<file path="config.mk">
export PLATFORM = sky130hd
export DESIGN_NAME = csr_attr_bank
export DESIGN_NICKNAME = d
export VERILOG_FILES = /design/src/rtl/csr_attr_pkg.sv /design/src/rtl/rb_decode.sv /design/src/rtl/rb_bit.sv /design/src/rtl/rb_readback.sv /design/src/rtl/csr_attr_bank.sv
export SDC_FILE = /design/constraint.sdc
export NUM_CORES = 1
export LEC_CHECK = 0
export CAP_MARGIN = 10
export CORE_ASPECT_RATIO = 1.4
export CORE_MARGIN = 3
export CORE_UTILIZATION = 36
export CTS_CLUSTER_SIZE = 20
export DETAILED_ROUTE_END_ITERATION = 10
export GPL_ROUTABILITY_DRIVEN = 1
export PLACE_DENSITY_LB_ADDON = 0.05
export SYNTH_ARGS = -nofsm -noshare
export SYNTH_HDL_FRONTEND = slang
export SYNTH_SLANG_ARGS = --single-unit
</file>
<file path="constraint.sdc">
create_clock -name clk -period 2 [get_ports clk]
set_input_delay 0.4 -clock clk [delete_from_list [all_inputs] [get_ports clk]]
set_output_delay 0.4 -clock clk [all_outputs]
set_load 0.05 [all_outputs]
</file>
<file path="src/rtl/csr_attr_pkg.sv">
package csr_attr_pkg;

  typedef enum logic [2:0] {
    ATTR_ZERO = 3'd0,
    ATTR_RW   = 3'd1,
    ATTR_RO   = 3'd2,
    ATTR_W1C  = 3'd3,
    ATTR_RWL  = 3'd4,
    ATTR_WT   = 3'd5,
    ATTR_QRW  = 3'd6
  } attr_e;

  // Attribute layout: register role repeats every four addresses.
  function automatic attr_e attr_of(input int r, input int b, input int w);
    attr_e a;
    case (r % 4)
      0:       a = (b < w / 2) ? ATTR_RW : ATTR_ZERO;
      1:       a = (b < w - 2) ? ATTR_W1C : ATTR_RO;
      2:       a = (b < w - 2) ? ATTR_RWL : ATTR_ZERO;
      default: a = (b == w - 1) ? ATTR_WT : ATTR_QRW;
    endcase
    return a;
  endfunction

endpackage

</file>
<file path="src/rtl/rb_decode.sv">
module rb_decode #(
  parameter int ADDR_W   = 4,
  parameter int NUM_REGS = 4,
  localparam int IDX_W   = (NUM_REGS > 1) ? $clog2(NUM_REGS) : 1
) (
  input  logic [ADDR_W-1:0]   addr_i,
  input  logic                wr_en_i,
  output logic [NUM_REGS-1:0] wr_sel_o,
  output logic [IDX_W-1:0]    idx_o,
  output logic                mapped_o
);

  always_comb begin
    mapped_o = 1'b0;
    idx_o    = '0;
    wr_sel_o = '0;
    for (int r = 0; r < NUM_REGS; r++) begin
      if (addr_i == ADDR_W'(r)) begin
        mapped_o    = 1'b1;
        idx_o       = IDX_W'(r);
        wr_sel_o[r] = wr_en_i;
      end
    end
  end

endmodule

</file>
<file path="src/rtl/rb_bit.sv">
module rb_bit
  import csr_attr_pkg::*;
#(
  parameter attr_e ATTR = ATTR_ZERO
) (
  input  logic clk,
  input  logic rst_n,
  input  logic wr_hit,
  input  logic wdata,
  input  logic unlocked,
  input  logic qual,
  input  logic hw_set,
  input  logic hw_val,
  output logic rd_bit
);

  logic q, st_d, st_en;

  // next-state
  always_comb begin
    st_d  = q;
    st_en = wr_hit | hw_set;
    case (ATTR)
      ATTR_RW:  if (wr_hit) st_d = wdata;
      ATTR_RWL: if (wr_hit && unlocked) st_d = wdata;
      ATTR_QRW: if (wr_hit && qual) st_d = wdata;
      ATTR_W1C: begin
        if (wr_hit && wdata) st_d = 1'b0;
        if (hw_set) st_d = 1'b1;
      end
      default:  st_d = 1'b0;
    endcase
  end

  // storage
  always_ff @(posedge clk or negedge rst_n) begin
    if (!rst_n) q <= 1'b0;
    else if (st_en) q <= st_d;
  end

  always_comb begin
    case (ATTR)
      ATTR_ZERO, ATTR_WT: rd_bit = 1'b0;
      ATTR_RO:            rd_bit = hw_val;
      default:            rd_bit = q;
    endcase
  end

  generate
    if (ATTR == ATTR_W1C) begin : g_w1c_chk
      AST_W1C_SET_WINS: assert property (@(posedge clk) disable iff (!rst_n)
        hw_set |=> rd_bit);
      AST_W1C_NO_HW_CLEAR: assert property (@(posedge clk) disable iff (!rst_n)
        (rd_bit && !(wr_hit && wdata)) |=> rd_bit);
      AST_W1C_NO_SELF_SET: assert property (@(posedge clk) disable iff (!rst_n)
        (!rd_bit && !hw_set) |=> !rd_bit);
    end
    if (ATTR == ATTR_RWL) begin : g_rwl_chk
      AST_LOCKED_HOLD: assert property (@(posedge clk) disable iff (!rst_n)
        (wr_hit && !unlocked) |=> $stable(rd_bit));
    end
    if (ATTR == ATTR_QRW) begin : g_qrw_chk
      AST_UNQUALIFIED_HOLD: assert property (@(posedge clk) disable iff (!rst_n)
        (wr_hit && !qual) |=> $stable(rd_bit));
    end
  endgenerate

endmodule

</file>
<file path="src/rtl/rb_readback.sv">
module rb_readback #(
  parameter int DATA_W   = 8,
  parameter int NUM_REGS = 4,
  localparam int IDX_W   = (NUM_REGS > 1) ? $clog2(NUM_REGS) : 1
) (
  input  logic                       clk,
  input  logic                       rst_n,
  input  logic                       rd_en_i,
  input  logic                       mapped_i,
  input  logic [IDX_W-1:0]           idx_i,
  input  logic [NUM_REGS*DATA_W-1:0] rd_vec_i,
  output logic [DATA_W-1:0]          rdata_o
);

  logic [DATA_W-1:0] rd_d;
  logic              rd_ce;

  always_comb begin
    rd_ce = rd_en_i;
    rd_d  = '0;
    if (mapped_i) rd_d = rd_vec_i[idx_i*DATA_W +: DATA_W];
  end

  always_ff @(posedge clk or negedge rst_n) begin
    if (!rst_n) rdata_o <= '0;
    else if (rd_ce) rdata_o <= rd_d;
  end

  AST_UNMAPPED_READ_ZERO: assert property (@(posedge clk) disable iff (!rst_n)
    (rd_en_i && !mapped_i) |=> (rdata_o == '0));
  AST_READ_HOLD: assert property (@(posedge clk) disable iff (!rst_n)
    !rd_en_i |=> $stable(rdata_o));

endmodule

</file>
<file path="src/rtl/csr_attr_bank.sv">
module csr_attr_bank
  import csr_attr_pkg::*;
#(
  parameter int ADDR_W     = 4,
  parameter int DATA_W     = 8,
  parameter int NUM_REGS   = 4,
  parameter int UNLOCK_BIT = 0,
  localparam int IDX_W     = (NUM_REGS > 1) ? $clog2(NUM_REGS) : 1,
  localparam int FLAT_W    = NUM_REGS * DATA_W
) (
  input  logic              clk,
  input  logic              rst_n,
  input  logic [ADDR_W-1:0] addr_i,
  input  logic              wr_en_i,
  input  logic [DATA_W-1:0] wdata_i,
  input  logic              rd_en_i,
  output logic [DATA_W-1:0] rdata_o,
  input  logic [FLAT_W-1:0] hw_set_i,
  input  logic [FLAT_W-1:0] hw_val_i
);

  logic [NUM_REGS-1:0] wr_sel;
  logic [IDX_W-1:0]    idx;
  logic                mapped;
  logic [FLAT_W-1:0]   rd_vec;
  logic [NUM_REGS-1:0] qual;
  logic                unlocked;

  // unlock bit lives in register 0 and is plain read-write
  assign unlocked = rd_vec[UNLOCK_BIT];

  rb_decode #(.ADDR_W(ADDR_W), .NUM_REGS(NUM_REGS)) u_dec (
    .addr_i   (addr_i),
    .wr_en_i  (wr_en_i),
    .wr_sel_o (wr_sel),
    .idx_o    (idx),
    .mapped_o (mapped)
  );

  generate
    for (genvar r = 0; r < NUM_REGS; r++) begin : g_reg
      logic [DATA_W-1:0] wt_hit;
      assign qual[r] = |wt_hit;
      for (genvar b = 0; b < DATA_W; b++) begin : g_bit
        localparam attr_e A = attr_of(r, b, DATA_W);
        assign wt_hit[b] = (A == ATTR_WT) && wdata_i[b];
        rb_bit #(.ATTR(A)) u_bit (
          .clk      (clk),
          .rst_n    (rst_n),
          .wr_hit   (wr_sel[r]),
          .wdata    (wdata_i[b]),
          .unlocked (unlocked),
          .qual     (qual[r]),
          .hw_set   (hw_set_i[r*DATA_W+b]),
          .hw_val   (hw_val_i[r*DATA_W+b]),
          .rd_bit   (rd_vec[r*DATA_W+b])
        );
      end
    end
  endgenerate

  rb_readback #(.DATA_W(DATA_W), .NUM_REGS(NUM_REGS)) u_rd (
    .clk      (clk),
    .rst_n    (rst_n),
    .rd_en_i  (rd_en_i),
    .mapped_i (mapped),
    .idx_i    (idx),
    .rd_vec_i (rd_vec),
    .rdata_o  (rdata_o)
  );

  AST_UNMAPPED_WRITE_IGNORED: assert property (@(posedge clk) disable iff (!rst_n)
    (wr_en_i && !mapped && hw_set_i == '0) |=> $stable(rd_vec[DATA_W-1:0]));
  AST_UNLOCK_WRITABLE: assert property (@(posedge clk) disable iff (!rst_n)
    (wr_en_i && addr_i == '0) |=> (unlocked == $past(wdata_i[UNLOCK_BIT])));

endmodule

</file>
# After elaboration in Yosys (flattened, before gate mapping)
# Cells that the tools add are included.
# W data, S select, Z words.
dict set report totals {
  reg_bits 31
  input_bits 80
  out_inout_bits 8
  elab_cells 113
}
dict set report op_classes {
  n_mux 24
  eq_ne 3
  reduce_logical 38
  n_shift 1
  bitwise_logic 23
}
# op n
set ops {}
lappend ops {{$reduce_and A2 Y1} 23}
lappend ops {{$shiftx A32 B6 Y8} 1}
lappend ops {{$or A1 B1 Y1} 23}
lappend ops {{$mux W1} 21}
lappend ops {{$reduce_bool A2 Y1} 6}
lappend ops {{$eq A4 B2 Y1 const B} 2}
lappend ops {{$logic_and A1 B1 Y1} 8}
lappend ops {{$mux W8} 1}
lappend ops {{$eq A4 B1 Y1 const B} 1}
lappend ops {{$logic_not A4 Y1} 1}
lappend ops {{$mux W2} 2}

# Logic depth before layout (Yosys ltp)
# Gate-level depths: netlist (run 1).
dict set report depth {
  depth_word 6
  mapped_depth 5
  depth_no_buf 3
}

# Modules after synthesis
# Synthesis (run 1) repeated with hierarchy kept, for this count alone.
dict set report unflattened {
  cells_unflattened 134
  area_unflattened_um2 1639.1
}
# mod seq_area_each_um2 cells_each instances area_each_um2
set modules_own_cells {}
lappend modules_own_cells {{rb_bit (g_reg[2].g_bit[0].u_bit ...)} 25.0 3 13 43.8}
lappend modules_own_cells {rb_readback 200.2 45 1 529.3}
lappend modules_own_cells {{rb_bit (g_reg[1].g_bit[0].u_bit ...)} 25.0 3 6 36.3}
lappend modules_own_cells {{rb_bit (g_reg[0].g_bit[0].u_bit ...)} 25.0 2 4 40.0}
lappend modules_own_cells {{rb_bit (g_reg[0].g_bit[4].u_bit ...)} 0.0 2 7 11.3}
lappend modules_own_cells {rb_decode 0.0 7 1 65.1}
lappend modules_own_cells {{rb_bit (g_reg[1].g_bit[6].u_bit ...)} 0.0 1 2 7.5}
lappend modules_own_cells {csr_attr_bank 0.0 1 1 3.8}

# Least setup slack after synthesis (run 1)
# OpenSTA, ideal clock, no wires.
dict set report synth_path {
  path_kind {in2reg}
  start {input port addr_i[3]}
  end {register g_reg[3].g_bit[0].u_bit.q}
  path_stages 4
  slack_ns 0.468
  n_path_buf 1
  t_arrival_ns 1.407
  cell_sequence {nor3b_4 > and4_1 > buf_2 > mux2_2}
}
dict set report synth_between {
  elab_chain_len 4
}
# element line
set synth_rtl {}
lappend synth_rtl {{start, declared} csr_attr_bank.sv:13} ;# input logic [ADDR_W-1:0] addr_i,
lappend synth_rtl {{$eq A4 B2 Y1 *} rb_decode.sv:18} ;# if (addr_i == ADDR_W'(r)) begin
lappend synth_rtl {{$mux W1 *} rb_decode.sv:18}
lappend synth_rtl {{$or A1 B1 Y1 or $logic_and A1 B1 Y1 (tied branches)} {rb_bit.sv:22, rb_bit.sv:26}}
lappend synth_rtl {{$reduce_and A2 Y1 (no line) *} --}
lappend synth_rtl {{end signal, assigned} rb_bit.sv:38} ;# else if (st_en) q <= st_d;
lappend synth_rtl {{end, declared} rb_bit.sv:17} ;# logic q, st_d, st_en;
# Every way passes the cells marked *; elsewhere a longest branch is shown, timed or not.
# A chain may end at the register's enable or synchronous reset.

# Worst setup path in the final report (run 1)
dict set report layout_path {
  start {input port addr_i[3]}
  end {register u_rd.rdata_o[0]}
}
dict set report layout_between {
  elab_chain_len 6
}
# element line
set layout_rtl {}
lappend layout_rtl {{$eq A4 B1 Y1 or $logic_not A4 Y1 (tied branches)} rb_decode.sv:18}
lappend layout_rtl {{$mux W1} rb_decode.sv:18}
lappend layout_rtl {{$mux W2 or $mux W1 (tied branches) (2 in series)} rb_decode.sv:18}
lappend layout_rtl {{$shiftx A32 B6 Y8 or $mux W1 (tied branches)} {rb_readback.sv:21, rb_decode.sv:18}}
lappend layout_rtl {{$mux W8 *} rb_readback.sv:21} ;# if (mapped_i) rd_d = rd_vec_i[idx_i*DATA_W +: DATA_W];
lappend layout_rtl {{end signal, assigned} rb_readback.sv:26} ;# else if (rd_ce) rdata_o <= rd_d;
lappend layout_rtl {{end, declared} rb_readback.sv:12} ;# output logic [DATA_W-1:0] rdata_o
# Marked as above.

==> flow_metrics.tcl, run 1 <==
set metrics [dict create \
    fin_skew_ns 0.00109 \
    fin_ws_ns 0.0725 \
    final.fill_count 350 \
    cts_made_buffers 5 \
    ys_seq_area_frac 0.552 \
    synth-edff-count 0 \
    powerDensity_mw_per_mm2 773 \
    grt.total_usage 0.141 \
    io_pins 88 \
    placedCellCount 185 \
    preCtsSetupSlack_ns -0.230 \
    clock_latency_ns 0.27 \
    grt_antenna_before_repair 0 \
    gr-total-overflow 0 \
    synth_nets 186 \
    setup_violations 0 \
    cts_tree "built" \
    io_buffers 31 \
    avgSynthCellArea_um2 13.3 \
    start_util 0.379 \
    syn_area_mm2 0.00141 \
    cts_resized 0 \
    chipWidth_um 58.8 \
    power_leakage_nw 0.793 \
    ys_async_sr_fraction 1.00 \
    max_freq_mhz 519 \
    drive_above_1_share 0.268 \
    rows 26 \
    yosys.area.top_type "dfrtp_1" \
    layout.nets 230 \
    h-tree-depth 2 \
    crit_required_ns 2.16 \
    diodes 0 \
    path_clk_slew_ns 0.06 \
    reg2reg_depth 3 \
    p_clk_frac 0.298 \
    first_pass_iters 4 \
    gp_congestion 0.717 \
    grt_setup_unrepaired "false" \
    cts.sinks 31 \
    outcome "completed" \
    hold_path_class "flop to flop" \
    sequentialPowerShare 0.508 \
    detailedPlacementHpwl_um 2270 \
    ir_worst_vdd_uv 594 \
    area_delta_synth_final_pct 35.3 \
    finalHoldViolations 0 \
    grt_max_degree 32 \
    cts_root_buf "clkbuf_8" \
    synth-main-ff-cell "dfrtp_1" \
    ys_ff_latch 31 \
    startpoint "addr_i[3]" \
    final_cells 191 \
    ant_nets 0 \
    yosysWarningCount 0 \
    swShare 0.250 \
    drc 0 \
    clk_path_buf_depth 2 \
    path_class "primary input to flop" \
    wl_per_cell_um 15.9 \
    ys_types 24 \
    period_minus_slack_ns 1.93 \
    drt_iter0_drc 28 \
    power_switching_w 0.000367 \
    hold_buffers 0 \
    path_max_fanout 7 \
    wl_um 3030 \
    vias 986 \
    crit_path_end "u_rd.rdata_o[0]$_DFFE_PN0P_" \
    post_cts_buffers 0 \
    ys_top_cells_by_area "dfrtp_1 (55%), mux2_2 (14%), mux4_2 (6.4%)" \
    worst_pin_slew_ns 0.495 \
    end_kind "flop" \
    die_area_mm2 0.00470 \
    period_share 0.964 \
    cp.arrival_ns 2.09 \
    chipHeight_um 79.9 \
    grt_pass1_vias 999 \
    crit_path_start_kind "primary input" \
    power.internal_w 0.00110 \
    syn_inst 106 \
    r2r-start "g_reg[1].g_bit[0].u_bit.rd_bit$_DFFE_PN0P_" \
    synth_top_area_frac 0.552 \
    slew_headroom 0.669 \
    max_cap_violations 0 \
    rrSetupSlack_ns 0.42 \
    routed_via_density 5.16 \
    combPwrFrac 0.194 \
    coreArea_mm2 0.00371 \
    drv_slew 0 \
    reg2reg_to "u_rd.rdata_o[0]$_DFFE_PN0P_" \
    grt_pass1_wl_um 4810 \
]
==> layout by cell type (no fill, tap or decap), types with 3 or more instances in the layout <==
master,n
mux2i_1,3
buf_4,11
inv_1,5
mux4_2,4
or3_1,4
a31o_1,3
nor2b_1,5
clkdlybuf4s50_1,31
nand3_1,6
clkbuf_8,5
mux2_2,17
a21o_1,6
dfrtp_1,31
==> power by group through the flow <==
| stage | Clock, W | Sequential [W] | Combinational, W |
|---|---|---|---|
| finish | 0.000438 | 0.000746 | 0.000285 |
| global route | 0.000479 | 0.000755 | 0.000308 |
| CTS | 0.000456 | 0.000747 | 0.000290 |
| detailed placement | 0 | 0.000758 | 0.000289 |
| global placement | 0 | 0.000753 | 0.000282 |
| floorplan | 0 | 0.000783 | 0.000133 |
==> per-stage QoR <==
stage	instance area, um2	utilization	TNS [ns]	hold slack, ns	total power, W
floorplan	1410	-	0	0.104	0.000915
global placement	1830	0.493	-1.48	0.454	0.00104
detailed placement	1830	0.493	-1.58	0.464	0.00105
CTS	1900	0.512	0	0.478	0.00149
global route	1900	0.512	0	0.500	0.00154
finish	1900	0.512	0	0.471	0.00147
==> synth_stat cells (2+ instances only) <==
master / n
dfrtp_1: 31
mux2_2: 17
a21o_1: 6
nand3_1: 6
inv_1: 5
nor2b_1: 5
mux4_2: 4
or3_1: 4
a31o_1: 3
buf_2: 3
mux2i_1: 3
a211o_1: 2
a21oi_1: 2
clkbuf_1: 2
nand2_1: 2
nor2_1: 2
o21ai_0: 2
==> worst max-delay path, cell delays in order <==
cell and delay (ns):
clkdlybuf4s50_1 0.55, or3_1 0.41, mux4_2 0.48, a31o_2 0.26
==> cell type report <==
type / count / area [um2] / area share
well taps: 42 / 52.6 / 0.0276
flip-flops and latches: 31 / 776 / 0.408
clock buffers: 6 / 72.6 / 0.0382
multi-input cells: 65 / 588 / 0.309
repair buffers: 42 / 393 / 0.207
inverters: 5 / 18.8 / 0.00987
==> sequential cells by signal, indices dropped and copies added (netlist names) <==
register              count
g.g_bit.u_bit.rd_bit     23
u_rd.rdata_o              8
==> cells by family (layout without fill, tap and decap cells) <==
logic type,count (synthesis),in the layout,synth area share
mux,24,24,0.222
compound gates,18,18,0.0944
simple gates,23,23,0.102
buf+inv,10,53,0.0294
flops,31,31,0.552
==> worst min-delay path by stage <==
stage | from | end | cells after the start
2_1_floorplan | rst_n | g_reg[0].g_bit[0].u_bit.rd_bit$_DFFE_PN0P_ | 0
3_3_place_gp | g_reg[1].g_bit[2].u_bit.rd_bit$_DFFE_PN0P_ | g_reg[1].g_bit[2].u_bit.rd_bit$_DFFE_PN0P_ | 1
3_5_place_dp | g_reg[1].g_bit[0].u_bit.rd_bit$_DFFE_PN0P_ | g_reg[1].g_bit[0].u_bit.rd_bit$_DFFE_PN0P_ | 1
4_1_cts | g_reg[1].g_bit[0].u_bit.rd_bit$_DFFE_PN0P_ | g_reg[1].g_bit[0].u_bit.rd_bit$_DFFE_PN0P_ | 1
5_1_grt | g_reg[1].g_bit[2].u_bit.rd_bit$_DFFE_PN0P_ | g_reg[1].g_bit[2].u_bit.rd_bit$_DFFE_PN0P_ | 1
6_report | g_reg[1].g_bit[0].u_bit.rd_bit$_DFFE_PN0P_ | g_reg[1].g_bit[0].u_bit.rd_bit$_DFFE_PN0P_ | 1
==> layer usage <==
metal | track usage | share of wire | wire length, um | up-vias
met5 | 0 | 0 | 0 | -
met4 | 0.0544 | 0.015 | 47 | 0
met2 | 0.216 | 0.46 | 1410 | 35
met3 | 0.0437 | 0.068 | 207 | 5
li1 | - | - | - | 473
met1 | 0.185 | 0.45 | 1370 | 473
Note: power is estimated with default switching activity, not from simulation.
==> run 2: changes to the inputs <==
--- a/config.mk
+++ b/config.mk
@@ -5,10 +5,11 @@
 export SDC_FILE = /design/constraint.sdc
 export NUM_CORES = 1
 export LEC_CHECK = 0
+export ABC_AREA = 1
 export CAP_MARGIN = 10
 export CORE_ASPECT_RATIO = 1.4
 export CORE_MARGIN = 3
-export CORE_UTILIZATION = 36
+export CORE_UTILIZATION = 38
 export CTS_CLUSTER_SIZE = 20
 export DETAILED_ROUTE_END_ITERATION = 10
 export GPL_ROUTABILITY_DRIVEN = 1
==> flow_metrics.tcl, run 2 <==
set metrics [dict create \
    outcome "completed" \
    preCtsSetupSlack_ns 0.154 \
    grt_pass1_vias 1258 \
    synth_top_area_frac 0.498 \
    ys_types 18 \
    diodes 0 \
    p_clk_frac 0.294 \
    crit_family "buffers and inverters" \
    combPwrFrac 0.207 \
    final.fill_count 381 \
    worstHoldPathCells 2 \
    path_max_fanout 2 \
    ys_async_sr_fraction 1.00 \
    hold_ws_ns 0.475 \
    drv_slew 0 \
    max_freq_mhz 547 \
    rows 26 \
    largest_reg_flops 23 \
    chipWidth_um 60.1 \
    synth-edff-count 0 \
    powerDensity_mw_per_mm2 743 \
    h-tree-depth 2 \
    max_cap_violations 0 \
    swShare 0.279 \
    cts.sinks 31 \
    io_pins 88 \
    rrSetupSlack_ns 0.98 \
    grt_antenna_before_repair 0 \
    worst-path-stages 1 \
    syn_inst 188 \
    grt_pass1_wl_um 5760 \
    layout.nets 307 \
    final_core_util 0.526 \
    path_cells "clkdlybuf4s50_1" \
    finalHoldViolations 0 \
    chipHeight_um 81.8 \
    synth-main-ff-cell "dfrtp_1" \
    path_class "flop to primary output" \
    synth_commonest_cells "nand2_1 (69), dfrtp_1 (31), nand3_1 (24), inv_1 (19), o21ai_2 (13)" \
    finalSetupTns_ns 0 \
    routed_via_density 4.70 \
    power_switching_w 0.000416 \
    crit_path_max_incr_delay_ns 0.80 \
    clk_path_buf_depth 2 \
    hold_buffers 0 \
    grt_setup_unrepaired "false" \
    gp_congestion 0.720 \
    cts_resized 0 \
    layout_common_cells "nand2_1 (69), dfrtp_1 (31), clkdlybuf4s50_1 (31), nand3_1 (24), inv_1 (19)" \
    setup_violations 0 \
    wl_um 3370 \
    yosysWarningCount 0 \
    end_kind "primary output" \
    path_clk_slew_ns 0.06 \
    detailedPlacementHpwl_um 2560 \
    period_minus_slack_ns 1.83 \
    worst_pin_slew_ns 0.492 \
    sequentialPowerShare 0.499 \
    die_area_mm2 0.00492 \
    crit_path_start_kind "flop" \
    fin_area_mm2 0.00200 \
    hold_path_class "flop to flop" \
    crit_buf_inv 1 \
    power.internal_w 0.00107 \
    ys_ff_latch 31 \
    slowest_stage "clkdlybuf4s50_1" \
    syn_area_mm2 0.00156 \
    start_util 0.410 \
    ys_seq_area_frac 0.498 \
    cts_root_buf "clkbuf_8" \
    fin_ws_ns 0.173 \
    fin_skew_ns 0.00341 \
    ant_nets 0 \
    cp.arrival_ns 1.43 \
    drt_iter0_drc 49 \
    first_pass_iters 4 \
    synth_nets 268 \
    crit_required_ns 1.60 \
    power_leakage_nw 1.01 \
    io_buffers 31 \
    grt.total_usage 0.158 \
    vias 1259 \
    cts_made_buffers 5 \
    grt_max_degree 32 \
    wl_per_cell_um 12.6 \
    coreArea_mm2 0.00381 \
    ys_top_cells_by_area "dfrtp_1 (50%), nand2_1 (17%), nand3_1 (7.7%)" \
    mostFrequentLayoutCell "nand2_1" \
    area_delta_synth_final_pct 28.4 \
    cts_tree "built" \
    drc 0 \
    clock_latency_ns 0.27 \
    yosys.area.top_type "dfrtp_1" \
    period_share 0.914 \
    reg2reg_depth 5 \
    place_area_mm2 0.00193 \
    avgSynthCellArea_um2 8.29 \
    synth.most_common_cell "nand2_1" \
    gr-total-overflow 0 \
    drive_above_1_share 0.173 \
    slew_headroom 0.671 \
    post_cts_buffers 0 \
    ir_worst_vdd_uv 462 \
]
[run 2: cell types whose count changed in the layout (fill, tap and decap cells not counted), moves of 5 or more]
cell     change
mux2_2      -17
nand2_1     +67
nand3_1     +18
inv_1       +14
nor2b_1      -5
nor2_1       +5
o21ai_2     +13
a21o_1       -6
[run 2: path summary, 6_finish.rpt]
path	from	endpoint
hold / removal	u_rd.rdata_o[2]$_DFFE_PN0P_	u_rd.rdata_o[2]$_DFFE_PN0P_
setup reg to reg	g_reg[2].g_bit[0].u_bit.rd_bit$_DFFE_PN0P_	u_rd.rdata_o[0]$_DFFE_PN0P_
setup / recovery	u_rd.rdata_o[7]$_DFFE_PN0P_	rdata_o[7]
min in group asynchronous	rst_n	g_reg[1].g_bit[2].u_bit.rd_bit$_DFFE_PN0P_
hold reg to reg	u_rd.rdata_o[2]$_DFFE_PN0P_	u_rd.rdata_o[2]$_DFFE_PN0P_
max in group asynchronous	rst_n	g_reg[0].g_bit[1].u_bit.rd_bit$_DFFE_PN0P_
[run 2: cells by family (layout without fill, tap and decap cells)]
kind of cell           after synthesis  after routing  synth area share
buffers and inverters               28             66            0.0819
AOI/OAI and AO/OA                   17             17            0.0859
DFF                                 31             31             0.498
and+or+nand+nor                    112            112             0.335
[run 2: layout make-up]
cell class                 count  area, um2  area share
tap                           42       52.6      0.0263
inverter                      22       82.6      0.0413
sequential                    31        776       0.388
timing repair buffer          38        363       0.181
multi-input combinational    129        656       0.328
clock buffer                   6       72.6      0.0363
[run 2: per-stage QoR]
| step | total power, W | instances |
|---|---|---|
| floorplan | 0.000940 | 188 |
| global route | 0.00158 | 268 |
| CTS | 0.00151 | 268 |
| detailed placement | 0.00106 | 262 |
| finish | 0.00149 | 268 |
| global placement | 0.00106 | 262 |
[run 2: metal layers]
metal,vias up,track usage,routed length [um]
met5,-,0,0
met4,0,0.0665,58
met3,5,0.0330,179
met2,35,0.248,1630
met1,555,0.207,1500
li1,664,-,-
[run 2: power by group through the flow]
| stage | clock (W) | combinational (W) | sequential, W |
|---|---|---|---|
| after floorplan | 0 | 0.000164 | 0.000776 |
| after global placement | 0 | 0.000305 | 0.000750 |
| after detailed placement | 0 | 0.000311 | 0.000752 |
| after CTS | 0.000452 | 0.000313 | 0.000742 |
| after global routing | 0.000484 | 0.000347 | 0.000750 |
| final | 0.000438 | 0.000308 | 0.000742 |
==> run 3: changes to the inputs <==
--- a/config.mk
+++ b/config.mk
@@ -14,6 +14,7 @@
 export DETAILED_ROUTE_END_ITERATION = 10
 export GPL_ROUTABILITY_DRIVEN = 1
 export PLACE_DENSITY_LB_ADDON = 0.05
+export RECOVER_POWER = 100
 export SYNTH_ARGS = -nofsm -noshare
 export SYNTH_HDL_FRONTEND = slang
 export SYNTH_SLANG_ARGS = --single-unit
==> flow_metrics.tcl, run 3 (synthesized netlist as in run 2, its figures left out) <==
set metrics [dict create \
    outcome "completed" \
    cts_tree "built" \
    fin_area_mm2 0.00195 \
    chipWidth_um 60.1 \
    period_minus_slack_ns 1.90 \
    end_kind "primary output" \
    ir_worst_vdd_uv 459 \
    io_pins 88 \
    setup_violations 0 \
    diodes 0 \
    place_area_mm2 0.00193 \
    finalHoldViolations 0 \
    max_freq_mhz 528 \
    grt_antenna_before_repair 0 \
    crit_required_ns 1.60 \
    max_cap_violations 0 \
    cts.sinks 31 \
    clock_latency_ns 0.28 \
    ant_nets 0 \
    h-tree-depth 2 \
    cts_made_buffers 5 \
    grt_pass1_vias 1258 \
    crit_path_end "rdata_o[1]" \
    detailedPlacementHpwl_um 2560 \
    gp_congestion 0.720 \
    path_clk_slew_ns 0.06 \
    crit_path_max_incr_delay_ns 0.87 \
    io_buffers 31 \
    wl_per_cell_um 12.6 \
    crit_path_start_kind "flop" \
    worst-path-stages 1 \
    slowest_stage "dlygate4sd3_1" \
    path_cells "dlygate4sd3_1" \
    rrSetupSlack_ns 0.98 \
    power_leakage_nw 1.01 \
    slew_headroom 0.479 \
    fin_skew_ns 0.00413 \
    r2r-start "g_reg[0].g_bit[0].u_bit.rd_bit$_DFFE_PN0P_" \
    grt_max_degree 32 \
    hold_path_class "flop to flop" \
    period_share 0.948 \
    path_max_fanout 2 \
    cp.arrival_ns 1.50 \
    hold_buffers 0 \
    layout.nets 307 \
    cts_resized 0 \
    routed_via_density 4.70 \
    gr-total-overflow 0 \
    coreArea_mm2 0.00381 \
    largest_reg_flops 23 \
    finalSetupTns_ns 0 \
    cts_root_buf "clkbuf_8" \
    start_util 0.410 \
    grt_setup_unrepaired "false" \
    vias 1259 \
    chipHeight_um 81.8 \
    grt.total_usage 0.158 \
    powerDensity_mw_per_mm2 750 \
    wl_um 3390 \
    worst_pin_slew_ns 0.781 \
    drc 0 \
    die_area_mm2 0.00492 \
    path_class "flop to primary output" \
    grt_pass1_wl_um 5760 \
    mostFrequentLayoutCell "nand2_1" \
    crit_buf_inv 1 \
    crit_family "buffers and inverters" \
    first_pass_iters 4 \
    drive_above_1_share 0.128 \
    startpoint "u_rd.rdata_o[1]$_DFFE_PN0P_" \
    reg2reg_depth 4 \
    reg2reg_to "g_reg[2].g_bit[5].u_bit.rd_bit$_DFFE_PN0P_" \
    post_cts_buffers 0 \
    layout_common_cells "nand2_1 (70), dfrtp_1 (31), nand3_1 (24), clkdlybuf4s50_1 (22), inv_1 (19)" \
    drv_slew 0 \
    drt_iter0_drc 54 \
    rows 26 \
    clk_path_buf_depth 2 \
    area_delta_synth_final_pct 25.3 \
]
-- run 3: changes by cell type in the layout (fill, tap and decap cells not counted), moves of 2 or more --
cell             delta
dlygate4sd3_1       +9
clkdlybuf4s50_1     -9
clkbuf_2            +2
o21ai_2             -7
o21ai_0             +7
buf_4               -3
-- run 3: layout make-up --
cell class / instances / area, um2
fillers: 395 / 1850
flip-flops and latches: 31 / 776
multi-input cells: 129 / 616
repair buffers: 38 / 354
inverters: 22 / 82.6
clock buffers: 6 / 72.6
well taps: 42 / 52.6
-- run 3: power by group --
| part | switching [W] | total [W] | internal (W) | leakage, nW |
|---|---|---|---|---|
| logic | 0.000161 | 0.000286 | 0.000126 | 0.589 |
| clock network | 0.000207 | 0.000438 | 0.000231 | 0.0371 |
| registers | 0.0000396 | 0.000742 | 0.000702 | 0.385 |
| total | 0.000407 | 0.00147 | 0.00106 | 1.01 |
-- run 3: worst min-delay path, stage by stage, from the launching register on --
cell and delay (ns):
dfrtp_1 0.34, nand2_1 0.05, nand2_1 0.05
-- run 3: worst min path at each step --
stage / startpoint / endpoint / slack (ns) / depth (start not counted)
final: u_rd.rdata_o[2]$_DFFE_PN0P_ / u_rd.rdata_o[2]$_DFFE_PN0P_ / 0.47 / 2
after detailed placement: g_reg[2].g_bit[2].u_bit.rd_bit$_DFFE_PN0P_ / g_reg[2].g_bit[2].u_bit.rd_bit$_DFFE_PN0P_ / 0.46 / 2
after global placement: g_reg[1].g_bit[4].u_bit.rd_bit$_DFFE_PN0P_ / g_reg[1].g_bit[4].u_bit.rd_bit$_DFFE_PN0P_ / 0.46 / 2
after global routing: u_rd.rdata_o[2]$_DFFE_PN0P_ / u_rd.rdata_o[2]$_DFFE_PN0P_ / 0.50 / 2
after floorplan: rst_n / g_reg[0].g_bit[0].u_bit.rd_bit$_DFFE_PN0P_ / 0.10 / 0
after CTS: g_reg[2].g_bit[2].u_bit.rd_bit$_DFFE_PN0P_ / g_reg[2].g_bit[2].u_bit.rd_bit$_DFFE_PN0P_ / 0.48 / 2
-- run 3: metrics by stage --
stage               std cells  power [W]  utilization  hold WS [ns]  setup slack, ns
global placement          262    0.00106        0.507         0.458            0.160
finish                    268    0.00147        0.513         0.471            0.105
global route              268    0.00156        0.513         0.503           0.0688
floorplan                 188   0.000940            -         0.104            0.821
CTS                       268    0.00151        0.526         0.477            0.158
detailed placement        262    0.00106        0.507         0.462            0.154
-- run 3: routing by layer --
layer | global-route usage | part of all wire | up-vias
li1 | - | - | 665
met1 | 0.207 | 0.46 | 559
met2 | 0.248 | 0.48 | 30
met3 | 0.0330 | 0.043 | 5
met4 | 0.0665 | 0.017 | 0
met5 | 0 | 0 | -
